<file path="src/rtl/tier_irq_ctrl.sv">
module tier_irq_ctrl #(
  parameter int NCPU = 2
) (
  input  logic              clk,
  input  logic              rst_n,
  input  logic [15:0]       irq_in,
  input  logic              bus_sel,
  input  logic              bus_wr,
  input  logic [7:0]        bus_addr,
  input  logic [31:0]       bus_wdata,
  output logic [31:0]       bus_rdata,
  input  logic [NCPU-1:0]   ack_valid,
  input  logic [NCPU*4-1:0] ack_num,
  output logic [NCPU*4-1:0] cpu_level
);
  localparam logic [15:0] LMASK = 16'hFFFE;

  logic [15:0] lvl_q, pend_q, bc_q, irq_q;
  logic [15:0] msk_q [NCPU];
  logic [15:0] frc_q [NCPU];
  logic [3:0]  ext_q [NCPU];
  logic [15:0] frc_d [NCPU];
  logic [15:0] ack_oh [NCPU];
  logic [15:0] act_w [NCPU];
  logic [15:0] ack_any, clr_w;

  wire        wr_en   = bus_sel & bus_wr;
  wire [15:0] wd      = bus_wdata[15:0] & LMASK;
  wire [15:0] wclr    = bus_wdata[31:16] & LMASK;
  wire [15:0] rise    = irq_in & ~irq_q & LMASK;
  wire [15:0] rise_p  = rise & ~bc_q;
  wire [15:0] rise_b  = rise & bc_q;
  wire [3:0]  idx     = bus_addr[5:2];
  wire        aligned = (bus_addr[1:0] == 2'b00);

  assign clr_w = (wr_en && bus_addr == 8'h0C) ? wd : 16'h0;

  always_comb begin
    ack_any = '0;
    for (int c = 0; c < NCPU; c++) begin
      ack_oh[c] = ack_valid[c] ? ((16'h1 << ack_num[c*4 +: 4]) & LMASK) : 16'h0;
      ack_any   = ack_any | ack_oh[c];
    end
  end

  always_comb begin
    for (int c = 0; c < NCPU; c++) begin
      frc_d[c] = frc_q[c];
      if (c == 0 && wr_en && bus_addr == 8'h08) frc_d[c] = wd;
      if (wr_en && aligned && bus_addr[7:6] == 2'b10 && int'(idx) == c)
        frc_d[c] = (frc_d[c] | wd) & ~wclr;
      frc_d[c] = (frc_d[c] & ~ack_oh[c]) | rise_b;
    end
  end

  always_ff @(posedge clk) begin
    if (!rst_n) begin
      lvl_q  <= '0;
      pend_q <= '0;
      bc_q   <= '0;
      irq_q  <= '0;
      for (int c = 0; c < NCPU; c++) begin
        msk_q[c] <= '0;
        frc_q[c] <= '0;
        ext_q[c] <= '0;
      end
    end else begin
      irq_q  <= irq_in;
      pend_q <= (pend_q & ~clr_w & ~ack_any) | rise_p;
      if (wr_en && bus_addr == 8'h00) lvl_q <= wd;
      if (wr_en && bus_addr == 8'h14) bc_q <= wd;
      for (int c = 0; c < NCPU; c++) begin
        frc_q[c] <= frc_d[c];
        if (wr_en && aligned && int'(idx) == c) begin
          if (bus_addr[7:6] == 2'b01) msk_q[c] <= wd;
          if (bus_addr[7:6] == 2'b11) ext_q[c] <= bus_wdata[3:0];
        end
      end
    end
  end

  always_comb begin
    bus_rdata = '0;
    if (bus_sel && !bus_wr) begin
      case (bus_addr)
        8'h00: bus_rdata = {16'h0, lvl_q};
        8'h04: bus_rdata = {16'h0, pend_q};
        8'h08: bus_rdata = {16'h0, frc_q[0]};
        8'h14: bus_rdata = {16'h0, bc_q};
        default: begin
          for (int c = 0; c < NCPU; c++) begin
            if (aligned && int'(idx) == c) begin
              case (bus_addr[7:6])
                2'b01:   bus_rdata = {16'h0, msk_q[c]};
                2'b10:   bus_rdata = {16'h0, frc_q[c]};
                2'b11:   bus_rdata = {28'h0, ext_q[c]};
                default: bus_rdata = '0;
              endcase
            end
          end
        end
      endcase
    end
  end

  always_comb begin
    for (int c = 0; c < NCPU; c++) begin
      logic [15:0] hi, pick;
      act_w[c] = (pend_q | frc_q[c]) & msk_q[c];
      hi   = act_w[c] & lvl_q;
      pick = (hi != 16'h0) ? hi : act_w[c];
      cpu_level[c*4 +: 4] = 4'd0;
      for (int i = 1; i < 16; i++)
        if (pick[i]) cpu_level[c*4 +: 4] = 4'(i);
    end
  end

  p_bit0_zero_r2: assert property (@(posedge clk) disable iff (!rst_n)
    (pend_q[0] == 1'b0) && (lvl_q[0] == 1'b0) && (bc_q[0] == 1'b0));

  p_req_wins_r9: assert property (@(posedge clk) disable iff (!rst_n)
    (rise_p != 16'h0) |=> ((pend_q & $past(rise_p)) == $past(rise_p)));

  p_pend_ro_r10: assert property (@(posedge clk) disable iff (!rst_n)
    (wr_en && bus_addr == 8'h04 && rise_p == 16'h0 && ack_any == 16'h0) |=> $stable(pend_q));

  p_edge_only_r3: assert property (@(posedge clk) disable iff (!rst_n)
    (rise == 16'h0 && clr_w == 16'h0 && ack_any == 16'h0) |=> $stable(pend_q));

  for (genvar g = 0; g < NCPU; g++) begin : g_chk
    p_ack_clears_r11: assert property (@(posedge clk) disable iff (!rst_n)
      (ack_valid[g] && ((rise & ack_oh[g]) == 16'h0))
        |=> ((pend_q & $past(ack_oh[g])) == 16'h0) && ((frc_q[g] & $past(ack_oh[g])) == 16'h0));

    p_bcast_r4: assert property (@(posedge clk) disable iff (!rst_n)
      (rise_b != 16'h0) |=> ((frc_q[g] & $past(rise_b)) == $past(rise_b)));

    p_tier_r6: assert property (@(posedge clk) disable iff (!rst_n)
      ((act_w[g] & lvl_q) != 16'h0) |-> lvl_q[cpu_level[g*4 +: 4]]);

    p_active_r5: assert property (@(posedge clk) disable iff (!rst_n)
      (cpu_level[g*4 +: 4] != 4'd0) |-> act_w[g][cpu_level[g*4 +: 4]]);
  end
endmodule

</file>
<file path="config.mk">
export PLATFORM = sky130hd
export DESIGN_NAME = tier_irq_ctrl
export DESIGN_NICKNAME = d
export VERILOG_FILES = /design/src/rtl/tier_irq_ctrl.sv
export SDC_FILE = /design/constraint.sdc
export NUM_CORES = 1
export LEC_CHECK = 0
export CAP_MARGIN = 0
export CORE_ASPECT_RATIO = 0.7
export CORE_MARGIN = 2
export CORE_UTILIZATION = 50
export CTS_CLUSTER_SIZE = 28
export DETAILED_ROUTE_END_ITERATION = 7
export PLACE_DENSITY_LB_ADDON = 0.2
export SYNTH_ARGS = -nofsm -noshare
export SYNTH_HDL_FRONTEND = slang
export SYNTH_SLANG_ARGS = --single-unit
</file>
<file path="constraint.sdc">
create_clock -name clk -period 8.4 [get_ports clk]
set_input_delay 1.68 -clock clk [delete_from_list [all_inputs] [get_ports clk]]
set_output_delay 1.68 -clock clk [all_outputs]
set_load 0.03 [all_outputs]
</file>
; After elaboration in Yosys (flattened, before gate mapping)
; Memories as Yosys holds them, arrays and structs flattened.
; Index checks and enable logic that the tools add are counted.
[classes]
eq_ne = 8
n_shift = 2
n_mux = 66
bitwise_logic = 35
reduce_logical = 19
[ops]
columns = op, n
row1 = bitwise AND 16 bit, 13
row2 = two-way mux 16 bit, 11
row3 = bitwise OR 16 bit, 8
row4 = one-hot mux 32 bit (4 select lines), 1
row5 = NOT 16 bit, 7
row6 = two-way mux 4 bit, 24
row7 = one-hot mux 16 bit (3 select lines), 2
row8 = two-way mux 32 bit, 2
row9 = nonzero test 16 bit, 2
row10 = "left shift 1 x 4 -> 16 bit, first input constant", 2
row11 = two-way mux 15 bit, 2
row12 = two-way mux 1 bit, 18
row13 = "== test 8 x 4 -> 1 bit, second input constant", 2
row14 = logical AND 1 bit, 13
row15 = two-way mux 3 bit, 4
row16 = "== test 8 x 3 -> 1 bit, second input constant", 1
row17 = "== test 8 x 5 -> 1 bit, second input constant", 1
row18 = zero test 8 bit, 1
row19 = bitwise OR 1 bit, 6
row20 = "== test 2 bit, second input constant", 2
row21 = "== test 4 x 2 -> 1 bit, second input constant", 1
row22 = zero test 4 bit, 1
row23 = two-way mux 2 bit, 2
row24 = "== test 2 x 1 -> 1 bit, second input constant", 1
row25 = other kinds (3), 3
[word_totals]
regBits = 62
ram_bits = 70
input_bits = 70
out_inout_bits = 40
elab_cells = 137
mem_count = 3
[mem_list]
columns = memory, depth, word_bits, rd, rd_ports_with_merged_regs, write_ports, line_no
row1 = frc_q, 2, 16, 2, 0, 2, 20  ; logic [15:0] frc_q [NCPU];
row2 = msk_q, 2, 15, 2, 0, 2, 19  ; logic [15:0] msk_q [NCPU];
row3 = ext_q, 2, 4, 2, 0, 2, 21  ; logic [3:0] ext_q [NCPU];

; Depth between registers and ports, before layout
; Gate-level depths: netlist of the first run.
; An unclocked memory read counts as a cell.
[depth]
depth_word = 21
mapped_depth = 9
mapped_depth_nobuf = 7

; Least setup slack after synthesis of the first run
; No wires, ideal clock.
[synth_timing]
kind = input to output
from = input bus_addr[1]
to = output bus_rdata[1]
arrival_time_ns = 3.384
required_ns = 6.720
slack_ns = 3.336
stages = 7
n_path_buf = 1
path_cell_list = nor2_1 > nand2_1 > or4_1 > clkbuf_1 > nor3_2 > a222oi_1 > a21oi_1
[synth_between]
elab_chain_cells = 6
elab_cells_between_ends = 11
cone_classes = eq/ne (3) / mux (4) / reduce/logical (4)
[synth_lines]
columns = item, line_no
row1 = start: declaration, 9  ; input logic [7:0] bus_addr,
row2 = zero test 2 bit, 34  ; wire aligned = (bus_addr[1:0] == 2'b00);
row3 = logical AND 1 bit, 92  ; if (aligned && int'(idx) == c) begin
row4 = two-way mux 16 bit, 92
row5 = two-way mux 32 bit, 92
row6 = one-hot mux 32 bit (4 select lines) (*), 85  ; case (bus_addr)
row7 = two-way mux 32 bit (*), 84  ; if (bus_sel && !bus_wr) begin
row8 = end: declaration, 11  ; output logic [31:0] bus_rdata,
; Mark *: on every way between the ends. The rest lies on a longest branch, timed or not.

; Final worst setup path of the first run
[layout_timing]
from = input bus_addr[5]
to = output bus_rdata[4]
[layout_between]
elab_chain_cells = 6
elab_cells_between_ends = 12
cone_classes = eq/ne (4) / mux (4) / reduce/logical (4)
[layout_lines]
columns = item, line_no
row1 = zero test 4 bit, 92
row2 = logical AND 1 bit, 92
row3 = two-way mux 16 bit, 92
row4 = two-way mux 32 bit, 92
row5 = one-hot mux 32 bit (4 select lines) (*), 85
row6 = two-way mux 32 bit (*), 84
; Marks and branches as above.

==> run metrics, run 1 <==
Worst Path Class, Setup=in -> out; final core area utilization=slightly above 60%; FFs w/ async S/R, synth=0%; worst voltage drop across the vdd grid=~120 µV; number of remaining DRC errors=0; crit path max-delay cell type=clkdlybuf4s50_1; Final GP Congestion=a little under 1; Sequential cell area=2940 µm²; drt initial violations=961; sequential cell area fraction in the yosys report=between 30% and 40%; run status=finished, final reports clean; number of max-cap violations=0; standard cell area after detailed placement=8500 µm²; biggest cell delay along the critical path=around 0.74 ns; number of H-tree branching levels=4; post-synthesis register bit count=approximately 130; Worst slew margin=a little under an eighth; period utilisation layout=around 80%; number of distinct library cells after synthesis=between 60 and 70; cell area power density=roughly 180 nW/µm²; cell-by-cell trace of the critical path=clkdlybuf4s50_1, nor2_1, nand2_1, or3_1, nor2_1, a222oi_1, a31oi_1, clkdlybuf4s50_1; Synth Area per Inst=between 9 and 10 µm²; Setup Buffers After CTS=0; effective utilization at floorplan=51.1%; R2R Setup Slk=7.22 ns; final worst path period need=6.72 ns; remaining number of nets flagged by the antenna check after routing=0; vias in the first global route=about 7100; Netlist Area Pre-Place=about 7500 µm²; number of resized instances in the post-cts repair step=0; overall via count from detail_route=around 7400; global route total overflow=0; proportion of netlist area held by the largest area contributor=between 20% and 30%; Final TNS setup=0 ns; Clk pin slew, worst setup/hold paths=approximately 0.060 ns; routed len/inst=between 20 and 25 µm; Final Max Tran Viols=0; number of standard cells after synthesis=between 800 and 900; Post-Layout Inst Area=between 9000 and 10000 µm²; Data required, critical path=6.72 ns; Max Freq=0.149 GHz; YS warnings=0; class of the tightest hold or removal check=reg -> reg; CORE AREA=about 15000 µm²; Max clock buf depth=2; row cnt=37; Skew-Pair Late Insertion Delay=~0.43 ns; DR pass1 iterations=6; Die Wd=approximately 150 µm; vertical die dimension=about 110 µm; overall global routing resource usage=about a third; leakage component of the power=between 3 and 4 nW; area of the die=roughly 16000 µm²; largest area contributor in the synthesized netlist=dfxtp_1; Buffers & Inverters on Critical Path=2; clock root buffer master=clkbuf_16; number of primary I/O pins=between 100 and 150; CTS hold repair buffers=0; clock sink count=128; worst clock skew=0.00896 ns; multi-input logic area=4280 µm²; via-per-instance ratio=6.78; cts bufs inserted=17; Area growth syn-to-layout=21.0%; number of endpoints failing setup at the final stage=0; CTS tree=yes; EDFF count, synth=38; estimated wirelength of the detail-placed design=about 20000 µm; Ant. Diodes=0; fill cell count=around 1200; total wire length=~27000 µm; port bufs=91; actual transition at the worst max-transition pin=about 1.3 ns; Max FO, Critical Path=7; first-pass GRT wire length=41700 µm; net count of the finished layout=between 900 and 1000; CP startpoint kind=input port; Setup crit end kind=output pin; crit-path leading delay family=simple AND/OR/NAND/NOR gates; top flip-flop cell by instance count after synthesis=dfxtp_1; number of antenna violations at the first check in global routing=0; Worst Path Arrival=roughly 5.0 ns; dominant cells by area after synthesis=dfxtp_1 (24%), edfxtp_1 (15%), o21a_1 (4.8%); number of failing hold endpoints at the final stage=0; proportion of layout cells with a drive suffix above 1=under 10%; setup repair after global routing missed its margin=no; maximum number of pins on one net before global-route repair=96
[kinds of logic after synthesis]
family	Yosys count	share of synthesized area, %
AO/OA/AOI/OAI	314	32.1
AND/OR/NAND/NOR	271	19.5
flip-flops	128	39.2
buffers and inverters	69	4.77
multiplexers	29	4.27
other	1	0.0500
[state kept, by name, summed over array words and instances (netlist names)]
| signal | cells |
|---|---|
| lvl_q | 15 |
| ext_q | 8 |
| irq_q | 15 |
| bc_q | 15 |
| frc_q | 30 |
| msk_q | 30 |
| pend_q | 15 |
[layout make-up]
| cell class | instances | share of cell area (%) |
|---|---|---|
| timing repair buffer | 103 | 11.0 |
| sequential | 128 | 32.4 |
| tap | 195 | 2.69 |
| clock inverter | 13 | 1.23 |
| multi-input combinational | 630 | 47.2 |
| clock buffer | 19 | 5.12 |
| inverter | 9 | 0.372 |
[where the power goes]
group	internal [mW]	switching, mW
clock	0.413	0.314
sequential	0.655	0.0224
combinational	0.0858	0.116
[metrics by stage]
stage / setup slack [ns] / hold slack (ns) / total power [mW] / std cells
after floorplan: 3.34 / 0.465 / 0.795 / 827
after global placement: 1.83 / 0.499 / 0.880 / 1065
after detailed placement: 1.79 / 0.508 / 0.885 / 1065
after CTS: 1.78 / 0.516 / 1.60 / 1097
after global routing: 1.55 / 0.538 / 1.65 / 1097
final: 1.68 / 0.519 / 1.61 / 1097
[path summary, 6_finish.rpt]
| path | cells after the start | startpoint | end |
|---|---|---|---|
| worst max-delay path | 8 | bus_addr[5] | bus_rdata[4] |
| worst min-delay path | 2 | bc_q[8]$_SDFFE_PN0P_ | bc_q[8]$_SDFFE_PN0P_ |
| worst min register to register | 2 | bc_q[8]$_SDFFE_PN0P_ | bc_q[8]$_SDFFE_PN0P_ |
| worst max register to register | 3 | pend_q[13]$_SDFF_PN0_ | pend_q[13]$_SDFF_PN0_ |
[cell usage after synthesis, types with 7 or more instances]
cell	instances
dfxtp_1	90
nand2_1	88
o21a_1	48
and2_1	39
edfxtp_1	38
nor2_1	32
a21oi_1	31
clkbuf_1	27
nand3_1	27
a211oi_1	26
o21ai_0	24
mux2i_1	23
o211ai_1	20
buf_4	19
nor2b_1	19
a21o_1	18
a22oi_1	18
a21boi_0	17
nor3b_1	17
and3b_1	15
o2111a_1	12
o221ai_1	11
buf_2	10
a222oi_1	9
inv_1	9
o22ai_1	9
a31oi_1	8
o21ai_1	8
o2111ai_1	7
[layout by cell type, fill, tap and decap left out, types with 22 or more instances in the layout]
cell              n
o21a_1           48
and2_1           39
nor2_1           32
o21ai_0          22
mux2i_1          23
edfxtp_1         38
a21oi_1          31
a211oi_1         26
nand3_1          27
clkdlybuf4s50_1  90
nand2_1          88
dfxtp_1          90
[worst register-to-register path, delay by kind of cell, from the launching register on]
family	cells	cell delay [ns]
AOI/OAI and AO/OA	2	0.50
DFF	1	0.52
and+or+nand+nor	1	0.11
[per-layer routing]
| layer | up-vias | track usage (%) | part of all wire, % |
|---|---|---|---|
| li1 | 3245 | - | - |
| met1 | 3541 | 52.7 | 43 |
| met2 | 593 | 48.1 | 40 |
| met3 | 57 | 9.70 | 15 |
| met4 | 0 | 10.7 | 2.2 |
| met5 | - | 0 | 0 |
Note: power is estimated with default switching activity, not from simulation.
==> inputs of run 2 (changes only) <==
Clock period 8.4 ns to 6.1 ns, I/O delays scaled along.
==> run metrics, run 2 (same netlist as run 1, synthesis figures left out) <==
proportion of layout cells with a drive suffix above 1=roughly 10%; net count of the finished layout=963; port bufs=91; Setup Buffers After CTS=0; number of max-cap violations=0; Max FO, Critical Path=8; number of antenna violations at the first check in global routing=0; Worst slew margin=12.7%; number of primary I/O pins=110; worst clock skew=~0.0089 ns; Cell Int Power=~1.6 mW; setup repair after global routing missed its margin=no; Ant. Diodes=0; CTS tree=yes; DR pass1 iterations=8; vertical die dimension=106 µm; largest registers=frc_q x30, msk_q x30; final worst path period need=around 5.5 ns; clock sink count=128; Clock Power Share=between 40% and 50%; routed len/inst=roughly 25 µm; Data required, critical path=4.88 ns; number of H-tree branching levels=4; global route total overflow=0; actual transition at the worst max-transition pin=between 1 and 1.5 ns; Skew-Pair Late Insertion Delay=around 0.43 ns; worst voltage drop across the vdd grid=roughly 180 µV; critical hold path startpoint=bc_q[14]$_SDFFE_PN0P_; estimated wirelength of the detail-placed design=about 20000 µm; CTS hold repair buffers=0; leakage component of the power=~3.2 nW; row cnt=37; Die Wd=~150 µm; period utilisation layout=around nine tenths; share of total power consumed by net switching=roughly 28%; Max Freq=0.182 GHz; startpoint of the worst setup timing path=bus_addr[5]; combinational share of power=about an eighth; effective utilization at floorplan=slightly above 50%; vias in the first global route=7056; Max clock buf depth=2; Setup crit end kind=output pin; area of the die=around 16000 µm²; cts bufs inserted=17; number of failing hold endpoints at the final stage=0; cell area power density=about 240 nW/µm²; Final Max Tran Viols=0; overall via count from detail_route=7391; Worst Path Class, Setup=in -> out; Final GP Congestion=0.977; maximum number of pins on one net before global-route repair=between 90 and 100; sequential share of power=between 40% and 50%; Final TNS setup=0 ns; overall global routing resource usage=about a third; first-pass GRT wire length=41400 µm; Area growth syn-to-layout=21.3%; source of the worst register-to-register timing path=pend_q[13]$_SDFF_PN0_; Net Switching=just over 0.6 mW; clock root buffer master=clkbuf_16; run status=finished, final reports clean; number of resized instances in the post-cts repair step=0; number of remaining DRC errors=0; class of the tightest hold or removal check=reg -> reg; top library cells by usage in the layout, fill and taps aside=dfxtp_1 (90), clkdlybuf4s50_1 (90), nand2_1 (88), o21a_1 (48), and2_1 (39); number of endpoints failing setup at the final stage=0; Clk pin slew, worst setup/hold paths=0.06 ns; CP startpoint kind=input port; CORE AREA=between 10000 and 15000 µm²; via-per-instance ratio=between 6 and 7; total power=~2.2 mW; total wire length=27700 µm; Worst Path Arrival=between 4 and 5 ns; drt initial violations=853; remaining number of nets flagged by the antenna check after routing=0
## run 2: changes by cell type in the layout (fill, tap and decap cells not counted), sizes merged
cell      change
clkinv        +5
buf           +4
inv           -4
clkinvlp      -2
## run 2: cell type report
class	count	area, µm²
fillers	1208	5580
multi-input cells	630	4280
flip-flops and latches	128	2940
repair buffers	107	1030
clock buffers	19	475
well taps	195	244
clock inverters	12	95.1
inverters	9	33.8
## run 2: per-layer routing
metal / routed length, µm / up-vias / GRT usage, %
li1: - / 3254 / -
met5: 0 / - / 0
met4: 474 / 0 / 10.2
met3: 4360 / 41 / 13.5
met1: 11700 / 3528 / 50.6
met2: 11100 / 568 / 48.6
## run 2: critical path: stages
cell	delay [ns]
clkdlybuf4s50_1	0.50
nor2_1	0.20
nand2_1	0.13
or3_1	0.51
nor3_2	0.40
buf_4	0.27
a22oi_1	0.10
a21oi_1	0.25
clkdlybuf4s50_1	0.72
## run 2: path summary, 6_finish.rpt
path	end	slack [ns]	depth (start not counted)
hold reg to reg	bc_q[14]$_SDFFE_PN0P_	0.52	2
hold / removal	bc_q[14]$_SDFFE_PN0P_	0.52	2
setup / recovery	bus_rdata[7]	0.60	9
setup reg to reg	pend_q[13]$_SDFF_PN0_	5.02	3
## run 2: power groups by stage
stage | combinational [mW] | sequential [mW] | clock, mW
global placement | 0.265 | 0.947 | 0
CTS | 0.271 | 0.930 | 0.993
detailed placement | 0.270 | 0.948 | 0
finish | 0.277 | 0.933 | 0.991
global route | 0.294 | 0.935 | 1.03
floorplan | 0.159 | 0.936 | 0
## run 2: metrics by stage
stage	hold WS (ns)	cells	cell area [µm²]	setup slack (ns)	utilization, %
final	0.516	1100	9100	0.595	62.0
after global routing	0.561	1100	9100	0.475	62.0
after CTS	0.515	1100	9100	0.662	62.0
after detailed placement	0.507	1069	8530	0.676	58.1
after global placement	0.498	1069	8530	0.687	58.1
after floorplan	0.465	827	7560	1.96	-
